**config.mk**
```make
export PLATFORM = sky130hd
export DESIGN_NAME = hotspot_trace_capture
export DESIGN_NICKNAME = d
export VERILOG_FILES = /design/src/rtl/hs_pkg.sv /design/src/rtl/hs_decoder.sv /design/src/rtl/hs_ring.sv /design/src/rtl/hs_records.sv /design/src/rtl/hotspot_trace_capture.sv
export SDC_FILE = /design/constraint.sdc
export NUM_CORES = 1
export LEC_CHECK = 0
export CORE_AREA = 2 2 206 208
export CTS_BUF_LIST = sky130_fd_sc_hd__clkbuf_2 sky130_fd_sc_hd__clkbuf_4 sky130_fd_sc_hd__clkbuf_8
export DETAILED_ROUTE_END_ITERATION = 16
export DIE_AREA = 0 0 208 210
export PLACE_DENSITY = 0.92
export SYNTH_ARGS = -nofsm -noshare
export SYNTH_HDL_FRONTEND = slang
export SYNTH_HIERARCHICAL = 1
export SYNTH_SLANG_ARGS = --single-unit
export TNS_END_PERCENT = 5
```
**constraint.sdc**
```tcl
create_clock -name clk -period 4.1 [get_ports clk]
set_input_delay 0.41 -clock clk [delete_from_list [all_inputs] [get_ports clk]]
set_output_delay 0.41 -clock clk [all_outputs]
set_load 0.005 [all_outputs]
```
**src/rtl/hs_pkg.sv**
```systemverilog
package hs_pkg;
    localparam int CAT_NUM    = 5;
    localparam int CAT_W      = 3;
    localparam int CAT_STRIDE = 16;

    typedef enum logic [1:0] {
        ST_ARMED  = 2'd0,
        ST_POST   = 2'd1,
        ST_FROZEN = 2'd2
    } cap_state_e;
endpackage

```
**src/rtl/hs_decoder.sv**
```systemverilog
module hs_decoder
    import hs_pkg::*;
#(
    parameter int ADDR_W = 12,
    parameter int BASE   = 'h800
) (
    input  logic [ADDR_W-1:0] addr,
    output logic              even_hit,
    output logic              odd_hit,
    output logic [CAT_W-1:0]  cat
);
    logic [CAT_NUM-1:0] ev_match;
    logic [CAT_NUM-1:0] od_match;

    for (genvar c = 0; c < CAT_NUM; c++) begin : g_cat
        assign ev_match[c] = (addr == ADDR_W'(BASE + c * CAT_STRIDE));
        assign od_match[c] = (addr == ADDR_W'(BASE + c * CAT_STRIDE + 1));
    end

    always_comb begin
        even_hit = |ev_match;
        odd_hit  = |od_match;
        cat      = '0;
        for (int c = 0; c < CAT_NUM; c++) begin
            if (ev_match[c] || od_match[c]) cat = CAT_W'(c);
        end
    end
endmodule

```
**src/rtl/hs_ring.sv**
```systemverilog
module hs_ring #(
    parameter int ADDR_W = 12,
    parameter int DATA_W = 8,
    parameter int CYC_W  = 16,
    parameter int DEPTH  = 16,
    localparam int PTR_W = $clog2(DEPTH)
) (
    input  logic              clk,
    input  logic              rst_n,
    input  logic              flush,
    input  logic              wr_en,
    input  logic [ADDR_W-1:0] wr_addr,
    input  logic [DATA_W-1:0] wr_data,
    input  logic [CYC_W-1:0]  wr_cyc,
    input  logic [PTR_W-1:0]  rd_idx,
    output logic [ADDR_W-1:0] rd_addr,
    output logic [DATA_W-1:0] rd_data,
    output logic [CYC_W-1:0]  rd_cyc,
    output logic              rd_valid
);
    logic [ADDR_W-1:0] mem_addr [DEPTH];
    logic [DATA_W-1:0] mem_data [DEPTH];
    logic [CYC_W-1:0]  mem_cyc  [DEPTH];
    logic [DEPTH-1:0]  slot_ok;
    logic [PTR_W-1:0]  wp;
    logic [PTR_W-1:0]  phys;

    always_ff @(posedge clk) begin
        if (!rst_n || flush) begin
            wp      <= '0;
            slot_ok <= '0;
        end else if (wr_en) begin
            wp          <= wp + 1'b1;
            slot_ok[wp] <= 1'b1;
        end
    end

    always_ff @(posedge clk) begin
        if (wr_en) begin
            mem_addr[wp] <= wr_addr;
            mem_data[wp] <= wr_data;
            mem_cyc[wp]  <= wr_cyc;
        end
    end

    // write pointer marks the oldest slot once the ring has wrapped
    assign phys     = wp + rd_idx;
    assign rd_addr  = mem_addr[phys];
    assign rd_data  = mem_data[phys];
    assign rd_cyc   = mem_cyc[phys];
    assign rd_valid = slot_ok[phys];

    AST_RING_HOLD: assert property (@(posedge clk) disable iff (!rst_n)
        (!wr_en && !flush) |=> ($stable(wp) && $stable(slot_ok)))
        else $error("ring moved without write");
endmodule

```
**src/rtl/hs_records.sv**
```systemverilog
module hs_records
    import hs_pkg::*;
#(
    parameter int DATA_W = 8,
    parameter int CNT_W  = 8
) (
    input  logic                     clk,
    input  logic                     rst_n,
    input  logic                     flush,
    input  logic                     strobe,
    input  logic                     armed,
    input  logic                     trig,
    input  logic                     even_hit,
    input  logic                     odd_hit,
    input  logic [CAT_W-1:0]         hit_cat,
    input  logic [DATA_W-1:0]        data,
    output logic [CAT_W-1:0]         cat_q,
    output logic [DATA_W-1:0]        value_q,
    output logic [DATA_W-1:0]        index_q,
    output logic                     index_ok,
    output logic [CAT_NUM*CNT_W-1:0] counts
);
    localparam logic [CNT_W-1:0] CNT_MAX = '1;

    logic take_idx;
    assign take_idx = strobe && !armed && odd_hit && !index_ok && (hit_cat == cat_q);

    always_ff @(posedge clk) begin
        if (!rst_n || flush) begin
            cat_q    <= '0;
            value_q  <= '0;
            index_q  <= '0;
            index_ok <= 1'b0;
        end else if (trig) begin
            cat_q    <= hit_cat;
            value_q  <= data;
            index_ok <= 1'b0;
        end else if (take_idx) begin
            index_q  <= data;
            index_ok <= 1'b1;
        end
    end

    for (genvar c = 0; c < CAT_NUM; c++) begin : g_cnt
        logic [CNT_W-1:0] cnt;
        always_ff @(posedge clk) begin
            if (!rst_n || flush) begin
                cnt <= '0;
            end else if (strobe && !armed && even_hit &&
                         hit_cat == CAT_W'(c) && cnt != CNT_MAX) begin
                cnt <= cnt + 1'b1;
            end
        end
        assign counts[c*CNT_W +: CNT_W] = cnt;

        AST_CNT_NO_DROP: assert property (@(posedge clk) disable iff (!rst_n)
            !flush |=> (cnt >= $past(cnt)))
            else $error("counter decreased");
    end

    AST_INDEX_HELD: assert property (@(posedge clk) disable iff (!rst_n)
        (index_ok && !flush && !trig) |=> (index_ok && $stable(index_q)))
        else $error("index changed after latch");
endmodule

```
**src/rtl/hotspot_trace_capture.sv**
```systemverilog
module hotspot_trace_capture
    import hs_pkg::*;
#(
    parameter int ADDR_W = 12,
    parameter int DATA_W = 8,
    parameter int CYC_W  = 16,
    parameter int DEPTH  = 16,
    parameter int POST   = 4,
    parameter int CNT_W  = 8,
    parameter int BASE   = 'h800,
    localparam int PTR_W = $clog2(DEPTH)
) (
    input  logic                     clk,
    input  logic                     rst_n,
    input  logic                     clear,
    input  logic                     bus_strobe,
    input  logic [ADDR_W-1:0]        bus_addr,
    input  logic [DATA_W-1:0]        bus_data,
    input  logic [PTR_W-1:0]         rd_idx,
    output logic [ADDR_W-1:0]        rd_addr,
    output logic [DATA_W-1:0]        rd_data,
    output logic [CYC_W-1:0]         rd_cycle,
    output logic                     rd_valid,
    output logic                     triggered,
    output logic                     frozen,
    output logic [CAT_W-1:0]         err_cat,
    output logic [DATA_W-1:0]        err_value,
    output logic [DATA_W-1:0]        err_index,
    output logic                     err_index_valid,
    output logic [CAT_NUM*CNT_W-1:0] err_counts
);
    localparam int PCW = $clog2(POST + 1);
    localparam logic [PCW-1:0] POST_LAST = PCW'(POST - 1);

    cap_state_e       state, nxt;
    logic [PCW-1:0]   post_cnt;
    logic [CYC_W-1:0] cyc_cnt;
    logic             even_hit, odd_hit, trig, rec_en, armed;
    logic [CAT_W-1:0] hit_cat;

    hs_decoder #(.ADDR_W(ADDR_W), .BASE(BASE)) u_dec (
        .addr     (bus_addr),
        .even_hit (even_hit),
        .odd_hit  (odd_hit),
        .cat      (hit_cat)
    );

    assign armed  = (state == ST_ARMED);
    assign trig   = bus_strobe && !clear && armed && even_hit;
    assign rec_en = bus_strobe && !clear && (state != ST_FROZEN);

    // state register
    always_ff @(posedge clk) begin
        if (!rst_n) state <= ST_ARMED;
        else        state <= nxt;
    end

    always_comb begin
        nxt = state;
        unique case (state)
            ST_ARMED:  if (trig) nxt = ST_POST;
            ST_POST:   if (bus_strobe && post_cnt == POST_LAST) nxt = ST_FROZEN;
            ST_FROZEN: nxt = ST_FROZEN;
        endcase
        if (clear) nxt = ST_ARMED;
    end

    // outputs of the state machine
    always_comb begin
        triggered = (state != ST_ARMED);
        frozen    = (state == ST_FROZEN);
    end

    always_ff @(posedge clk) begin
        if (!rst_n || clear || state != ST_POST) post_cnt <= '0;
        else if (bus_strobe)                     post_cnt <= post_cnt + 1'b1;
    end

    always_ff @(posedge clk) begin
        if (!rst_n)          cyc_cnt <= '0;
        else if (bus_strobe) cyc_cnt <= cyc_cnt + 1'b1;
    end

    hs_ring #(.ADDR_W(ADDR_W), .DATA_W(DATA_W), .CYC_W(CYC_W), .DEPTH(DEPTH)) u_ring (
        .clk      (clk),
        .rst_n    (rst_n),
        .flush    (clear),
        .wr_en    (rec_en),
        .wr_addr  (bus_addr),
        .wr_data  (bus_data),
        .wr_cyc   (cyc_cnt),
        .rd_idx   (rd_idx),
        .rd_addr  (rd_addr),
        .rd_data  (rd_data),
        .rd_cyc   (rd_cycle),
        .rd_valid (rd_valid)
    );

    hs_records #(.DATA_W(DATA_W), .CNT_W(CNT_W)) u_rec (
        .clk      (clk),
        .rst_n    (rst_n),
        .flush    (clear),
        .strobe   (bus_strobe),
        .armed    (armed),
        .trig     (trig),
        .even_hit (even_hit),
        .odd_hit  (odd_hit),
        .hit_cat  (hit_cat),
        .data     (bus_data),
        .cat_q    (err_cat),
        .value_q  (err_value),
        .index_q  (err_index),
        .index_ok (err_index_valid),
        .counts   (err_counts)
    );

    AST_TRIG_FROM_EVEN: assert property (@(posedge clk) disable iff (!rst_n)
        $rose(triggered) |-> $past(bus_strobe && even_hit && !clear))
        else $error("trigger without value hotspot");
    AST_FROZEN_STAYS: assert property (@(posedge clk) disable iff (!rst_n)
        (frozen && !clear) |=> frozen)
        else $error("left frozen without clear");
    AST_FREEZE_ON_STROBE: assert property (@(posedge clk) disable iff (!rst_n)
        $rose(frozen) |-> $past(bus_strobe))
        else $error("froze without strobe");
    AST_CLEAR_REARMS: assert property (@(posedge clk) disable iff (!rst_n)
        clear |=> (!triggered && !err_index_valid))
        else $error("clear did not rearm");
    AST_IDLE_QUIET: assert property (@(posedge clk) disable iff (!rst_n)
        (!bus_strobe && !clear) |=> ($stable(triggered) && $stable(frozen) && $stable(err_counts)))
        else $error("state moved without strobe");
endmodule

```
Word level (Yosys, flattened, before mapping):

Memory sizes are Yosys's and may differ from the RTL's.
Cells that the tools add are included.
W data, S select, Z words.

* register bits: 101
* RAM bits: 576
* memories kept: 3

Memories
* u_ring.mem_cyc: words 16, width 16, rd ports 1, clocked after Yosys merged registers in 0, wr ports 1, line hs_ring.sv:23 `logic [CYC_W-1:0] mem_cyc [DEPTH];`
* u_ring.mem_addr: words 16, width 12, rd ports 1, clocked after Yosys merged registers in 0, wr ports 1, line hs_ring.sv:21 `logic [ADDR_W-1:0] mem_addr [DEPTH];`
* u_ring.mem_data: words 16, width 8, rd ports 1, clocked after Yosys merged registers in 0, wr ports 1, line hs_ring.sv:22 `logic [DATA_W-1:0] mem_data [DEPTH];`

* bitwise logic cells: 3
* add/sub/neg operators: 9
* $lt $le $gt $ge: 3
* eq/ne operators: 27
* muxes and demuxes: 13
* reductions and logical operators: 40

Operators by type and width (count)
* $eq A12 B12 Y1 const B: 10
* $add A8 B1 Y8 const B: 5
* $ne A8 B8 Y1 const B: 5
* $logic_and A1 B1 Y1: 21
* $add A16 B1 Y16 const B: 1
* $or A16 B16 Y16: 1
* $lt A4 B5 Y1 const B: 2
* $reduce_or A5 Y1: 2
* $eq A3 B2 Y1 const B: 3
* $mux W2: 4
* $logic_or A1 B1 Y1: 6
* $ne A2 B2 Y1 const B: 3
* $pmux W2 S3: 1
* $mux W1: 5
* $add A4 B1 Y4 const B: 1
* $add A4 B4 Y4: 1
* $bmux W1 S4: 1
* $demux W1 S4: 1
* $ge A4 B1 Y1 const B: 1
* $logic_not A1 Y1: 4
* $reduce_and A2 Y1: 2
* $reduce_or A2 Y1: 2
* $add A3 B1 Y3 const B: 1
* $eq A3 B1 Y1 const B: 1
* 10 further kinds: 11

Depth between registers and ports, before layout:

* word-level depth: 9
* mapped depth: 8

By module:

The synthesis kept the hierarchy.

Modules (own cells, without submodules)
* hs_ring: seq. area each 17697.0 µm², area each 23269.8 µm², instances 1, cells each 1123
* hs_records: seq. area each 1201.2 µm², area each 2756.4 µm², instances 1, cells each 304
* hotspot_trace_capture: seq. area each 420.4 µm², area each 1034.7 µm², instances 1, cells each 113
* hs_decoder: seq. area each 0.0 µm², area each 97.6 µm², instances 1, cells each 12

Worst setup path after synthesis:

OpenSTA, ideal clock, no wires.

* path type: input port to flip-flop
* start: input bus_addr[9]
* end: register u_rec.g_cnt[3].cnt[7]
* stages on the path: 6
* arrival: 2675 ps
* buffers on the path: 0
* setup slack: 1355 ps
* cell sequence: or4b_4 -> nor4b_1 -> and2b_1 -> o211ai_2 -> or4_1 -> a21oi_1

* longest elaborated chain between the ends: 9
* elaborated cells on any way between the ends: 22
* those cells by class: 10 x eq/ne; 4 x mux; 8 x reduce/logical

RTL lines
* from (decl): line hotspot_trace_capture.sv:17 `input logic [ADDR_W-1:0] bus_addr,`
* $eq A12 B12 Y1, on equally long branches: line hs_decoder.sv:16, hs_decoder.sv:17
* $logic_or A1 B1 Y1: line hs_decoder.sv:25 `if (ev_match[c] || od_match[c]) cat = CAT_W'(c);`
* $mux W1: line hs_decoder.sv:25
* $mux W2 (2 in series): line hs_decoder.sv:25
* $mux W3 (*): line hs_decoder.sv:25
* net hit_cat[0]: line hotspot_trace_capture.sv:39 `logic [CAT_W-1:0] hit_cat;`
* $eq A3 B2 Y1 (*): line hs_records.sv:50 `hit_cat == CAT_W'(c) && cnt != CNT_MAX) begin`
* $logic_and A1 B1 Y1 (*): line hs_records.sv:49 `end else if (strobe && !armed && even_hit &&`
* $logic_and A1 B1 Y1 (*): line hs_records.sv:50
* to (signal assigned): line hs_records.sv:51 `cnt <= cnt + 1'b1;`
* to (decl): line hs_records.sv:45 `logic [CNT_W-1:0] cnt;`

The timed path passes the listed nets; every way through them passes the cells marked *.
A chain may end at the register's enable or synchronous reset.

Worst setup path in the final report:

* start: register u_ring.wp[0]
* end: output rd_cycle[4]

* longest elaborated chain between the ends: 2

RTL lines
* from (decl): line hs_ring.sv:25 `logic [PTR_W-1:0] wp;`
* from (signal assigned): line hs_ring.sv:33 `wp <= wp + 1'b1;`
* $add A4 B4 Y4: line hs_ring.sv:47 `assign phys = wp + rd_idx;`
* $mem_v2 Z16 W16
* to (decl): line hotspot_trace_capture.sv:22 `output logic [CYC_W-1:0] rd_cycle,`

No other way between the ends.

==> flow_summary_export.csv <==
group,metric,value,unit
power,p_int,11.29,mW
layout,nets,1802,
placed_design,io_buffer_count,126,
floorplan,num_io_pins,127,
synth,netlist_top_cells_count,"edfxtp_1 (576), mux4_2 (148), dfxtp_1 (101)",
synth,synth_top_area_share,63.69,%
synth,synthFlopType,"edfxtp_1",
floorplan,initial_core_util,65.48,%
routing,drc,0,
synth,synth_seq_area_share,71.13,%
flow_run,cap_violations,0,
routing,vias,16650,
timing,fin_crit,4135,ps
worst_setup_path,timing.rr.start,"state[0]",
clock_tree,htree_num_levels,3,
floorplan,die-width,208,um
synth,synth-edff-count,576,
global_route,first_global_vias,17100,
clock_tree,ctsLongestPathBuffers,3,
floorplan,core-area,0.04148,mm^2
global_route,grt_max_degree,75,
synth,synth_warnings,6,
routing,drt_first_pass_iters,6,
worst_hold_path,hp-class,"flop to flop",
placed_design,dp.cells,2190,
routing,drt_iter0_drc,2163,
worst_setup_path,critPathLaunchType,"flop",
worst_setup_path,crit_slowest_cell,"fa_4",
power,peakVddDrop,0.2508,mV
run_status,violations,"setup timing",
power,switching_power,3.134,mW
timing,worst_pin_slew,1136,ps
global_route,track_usage,32.47,%
timing,setup_tns,-46.84,ps
layout,layout-drive-gt1-share,23.33,%
worst_setup_path,criticalPathCategory,"flop to output port",
power,sequentialPowerShare,51.8,%
synth,synth_most_common_cell,"edfxtp_1",
synth,synth_cells,1552,
worst_hold_path,min-delay-start,"u_ring/slot_ok[15]",
floorplan,die_height,210,um
layout,area_growth,17.31,%
layout,final_util,76.81,%
routing,wire_per_inst,29.59,um
synth,syn-num-nets,1599,
timing,skew,36.52,ps
clock_tree,cts_sinks,677,
synth,async_flop_share,0,%
global_route,grt_pass1_wl,105200,um
clock_tree,cts_hold_buf,0,
timing,worst_slack,-35.29,ps
synth,syn-cell-area,0.02716,mm^2
layout,stdcell_count,2382,
synth,ys_ff_latch,677,
timing,slew_violations,0,
worst_setup_path,crit_buf_inv,2,
floorplan,row_count,75,
power,p_per_area,452.6,mW/mm^2
floorplan,dieArea,0.04368,mm^2
timing,rsz0062_at_grt,"true",
timing,hold_violations,0,
clock_tree,clk_pin_slew,70,ps
placed_design,placed_cell_area,0.02952,mm^2
worst_setup_path,path_cells,"ha_4, fa_4, buf_16, mux4_2, nand2_1, a211o_1, nand3_1, clkdlybuf4s50_1",
clock_tree,post_cts_buffers,0,
power,p_leak,10.36,nW
timing,maxSlewHeadroom,24.28,%
placed_design,pre_cts_slack,177.6,ps
clock_tree,clk_latency,680,ps
worst_setup_path,path_delay_family,"adder cells",
worst_setup_path,worstPathArrival,3730,ps
synth,synth_area_leaders,"edfxtp_1 (64%), mux4_2 (12%), dfxtp_1 (7.4%), o211ai_1 (2.2%), nand2_1 (1.4%)",
timing,timing.final.crit_share,100.9,%
synth,syn_avg_cell_area,17.50,um^2
routing,wl,70480,um
timing,setup_viol,2,
power,power_frac_comb,5.8,%
power,clkPwrFrac,42.4,%
global_route,antenna_found_initial,0,
timing,fmax,241.8,MHz
worst_setup_path,worstPathMaxFanout,65,
layout,design_area,0.03186,mm^2
synth,yosys.area.top_type,"edfxtp_1",
layout,diodes,0,
synth,ys_types,62,
clock_tree,cts_tree,"done",
global_route,overflow,0,
run_status,status,"complete, but fails checks",
routing,ant_nets,0,
worst_setup_path,slowest_delay,830,ps
clock_tree,cts_inserted_buffers,102,
placed_design,gp_congestion,0.7962,
clock_tree,cts-root-buf,"clkbuf_8",
worst_setup_path,worstSetupStartpoint,"u_ring/wp[0]",
worst_setup_path,end_kind,"output port",
power,switching_share,21.73,%
placed_design,dpl.hpwl,38120,um
worst_setup_path,crit_required,3690,ps
routing,via_per_inst,6.988,
layout,num-fill-cells,2044,
## routing by layer
metal / up-vias / track usage, % / wire [um]
li1: 6693 / - / -
met1: 8336 / 41.37 / 23660
met2: 1376 / 54.37 / 35810
met3: 240 / 6.496 / 7967
met4: 0 / 15.63 / 3034
met5: - / 0 / 0
## sequential cells by signal (all words and copies together) (netlist names)
register,cells
u_ring/wp,4
u_rec/value_q,8
u_rec/g_cnt.cnt,40
cyc_cnt,16
u_ring/mem_cyc,256
state,2
u_ring/mem_addr,192
u_ring/slot_ok,16
post_cnt,3
u_ring/mem_data,128
u_rec/index_ok,1
u_rec/cat_q,3
u_rec/index_q,8
## power groups by stage
stage | clock network [mW] | registers, mW | logic (mW)
finish | 6.12 | 7.47 | 0.835
global route | 6.41 | 7.47 | 0.874
CTS | 6.16 | 7.47 | 0.832
detailed placement | 0 | 7.61 | 0.822
global placement | 0 | 7.61 | 0.797
floorplan | 0 | 7.61 | 0.490
## path summary, 6_finish.rpt
kind | depth (start not counted) | slack (ps) | to
max | 8 | -40 | rd_cycle[4]
min | 2 | 470 | u_ring/slot_ok[15]
max reg2reg | 8 | 1170 | u_ring/mem_cyc[4][9]
min reg2reg | 2 | 470 | u_ring/slot_ok[15]
## kinds of logic (layout without fill, tap and decap cells)
logic type,after synthesis,count (layout),synth area share [%]
multiplexers,174,174,13.23
AO/OA/AOI/OAI,198,198,5.261
XOR/XNOR,29,29,0.9352
flip-flops,677,677,71.13
AND/OR/NAND/NOR,351,351,6.579
adder cells (fa/ha/maj),19,19,0.9030
buffers and inverters,104,395,1.958
## metrics by stage
stage	power (mW)	hold slack, ps
2_1_floorplan	8.098	431.5
3_3_place_gp	8.407	442.9
3_5_place_dp	8.435	458.6
4_1_cts	14.46	471.6
5_1_grt	14.75	503.0
6_report	14.42	474.0
## area by class of cell
cell class | instances | area (um^2) | area share [%]
inverter | 11 | 41.29 | 0.1296
multi-input combinational | 771 | 7417 | 23.28
timing repair buffer | 192 | 2130 | 6.684
clock inverter | 54 | 538.0 | 1.689
sequential | 677 | 19320 | 60.65
tap | 539 | 674.4 | 2.117
clock buffer | 138 | 1737 | 5.451
## cell usage in the layout (no fill, tap or decap), types with 8 or more instances in the layout
cell / Yosys / final
a211o_1: 37 / 37
a21oi_1: 31 / 29
and2_2: 0 / 16
and3_1: 11 / 10
buf_12: 0 / 26
buf_4: 8 / 37
bufinv_16: 0 / 11
clkbuf_4: 0 / 26
clkbuf_8: 0 / 112
clkdlybuf4s50_1: 0 / 96
clkinv_1: 0 / 21
clkinv_2: 0 / 15
dfxtp_1: 101 / 100
dlygate4sd2_1: 0 / 19
dlymetal6s2s_1: 0 / 11
edfxtp_1: 576 / 576
ha_1: 18 / 17
inv_1: 11 / 11
mux2i_1: 26 / 26
mux4_2: 148 / 148
nand2_1: 98 / 98
nand3_1: 57 / 53
nand3b_1: 9 / 9
nand4_1: 16 / 16
nor2_1: 80 / 80
o211ai_1: 80 / 80
o21ai_0: 24 / 24
or3_1: 11 / 11
or4_1: 8 / 8
xnor2_1: 10 / 9
xor2_1: 19 / 18
## timing repair
action | in CTS | in global routing
pin swaps | 0 | 1
setup endpoints to repair | 35 | 13
hold endpoints to repair | 0 | 0
gates resized for setup | 30 | 13
## tightest hold or removal path: cells and delay by family, from the launching register on
family / cells / cell delay, ps
flip-flops: 1 / 320
AND/OR/NAND/NOR: 2 / 120
Power figures use the tool's default switching activity.
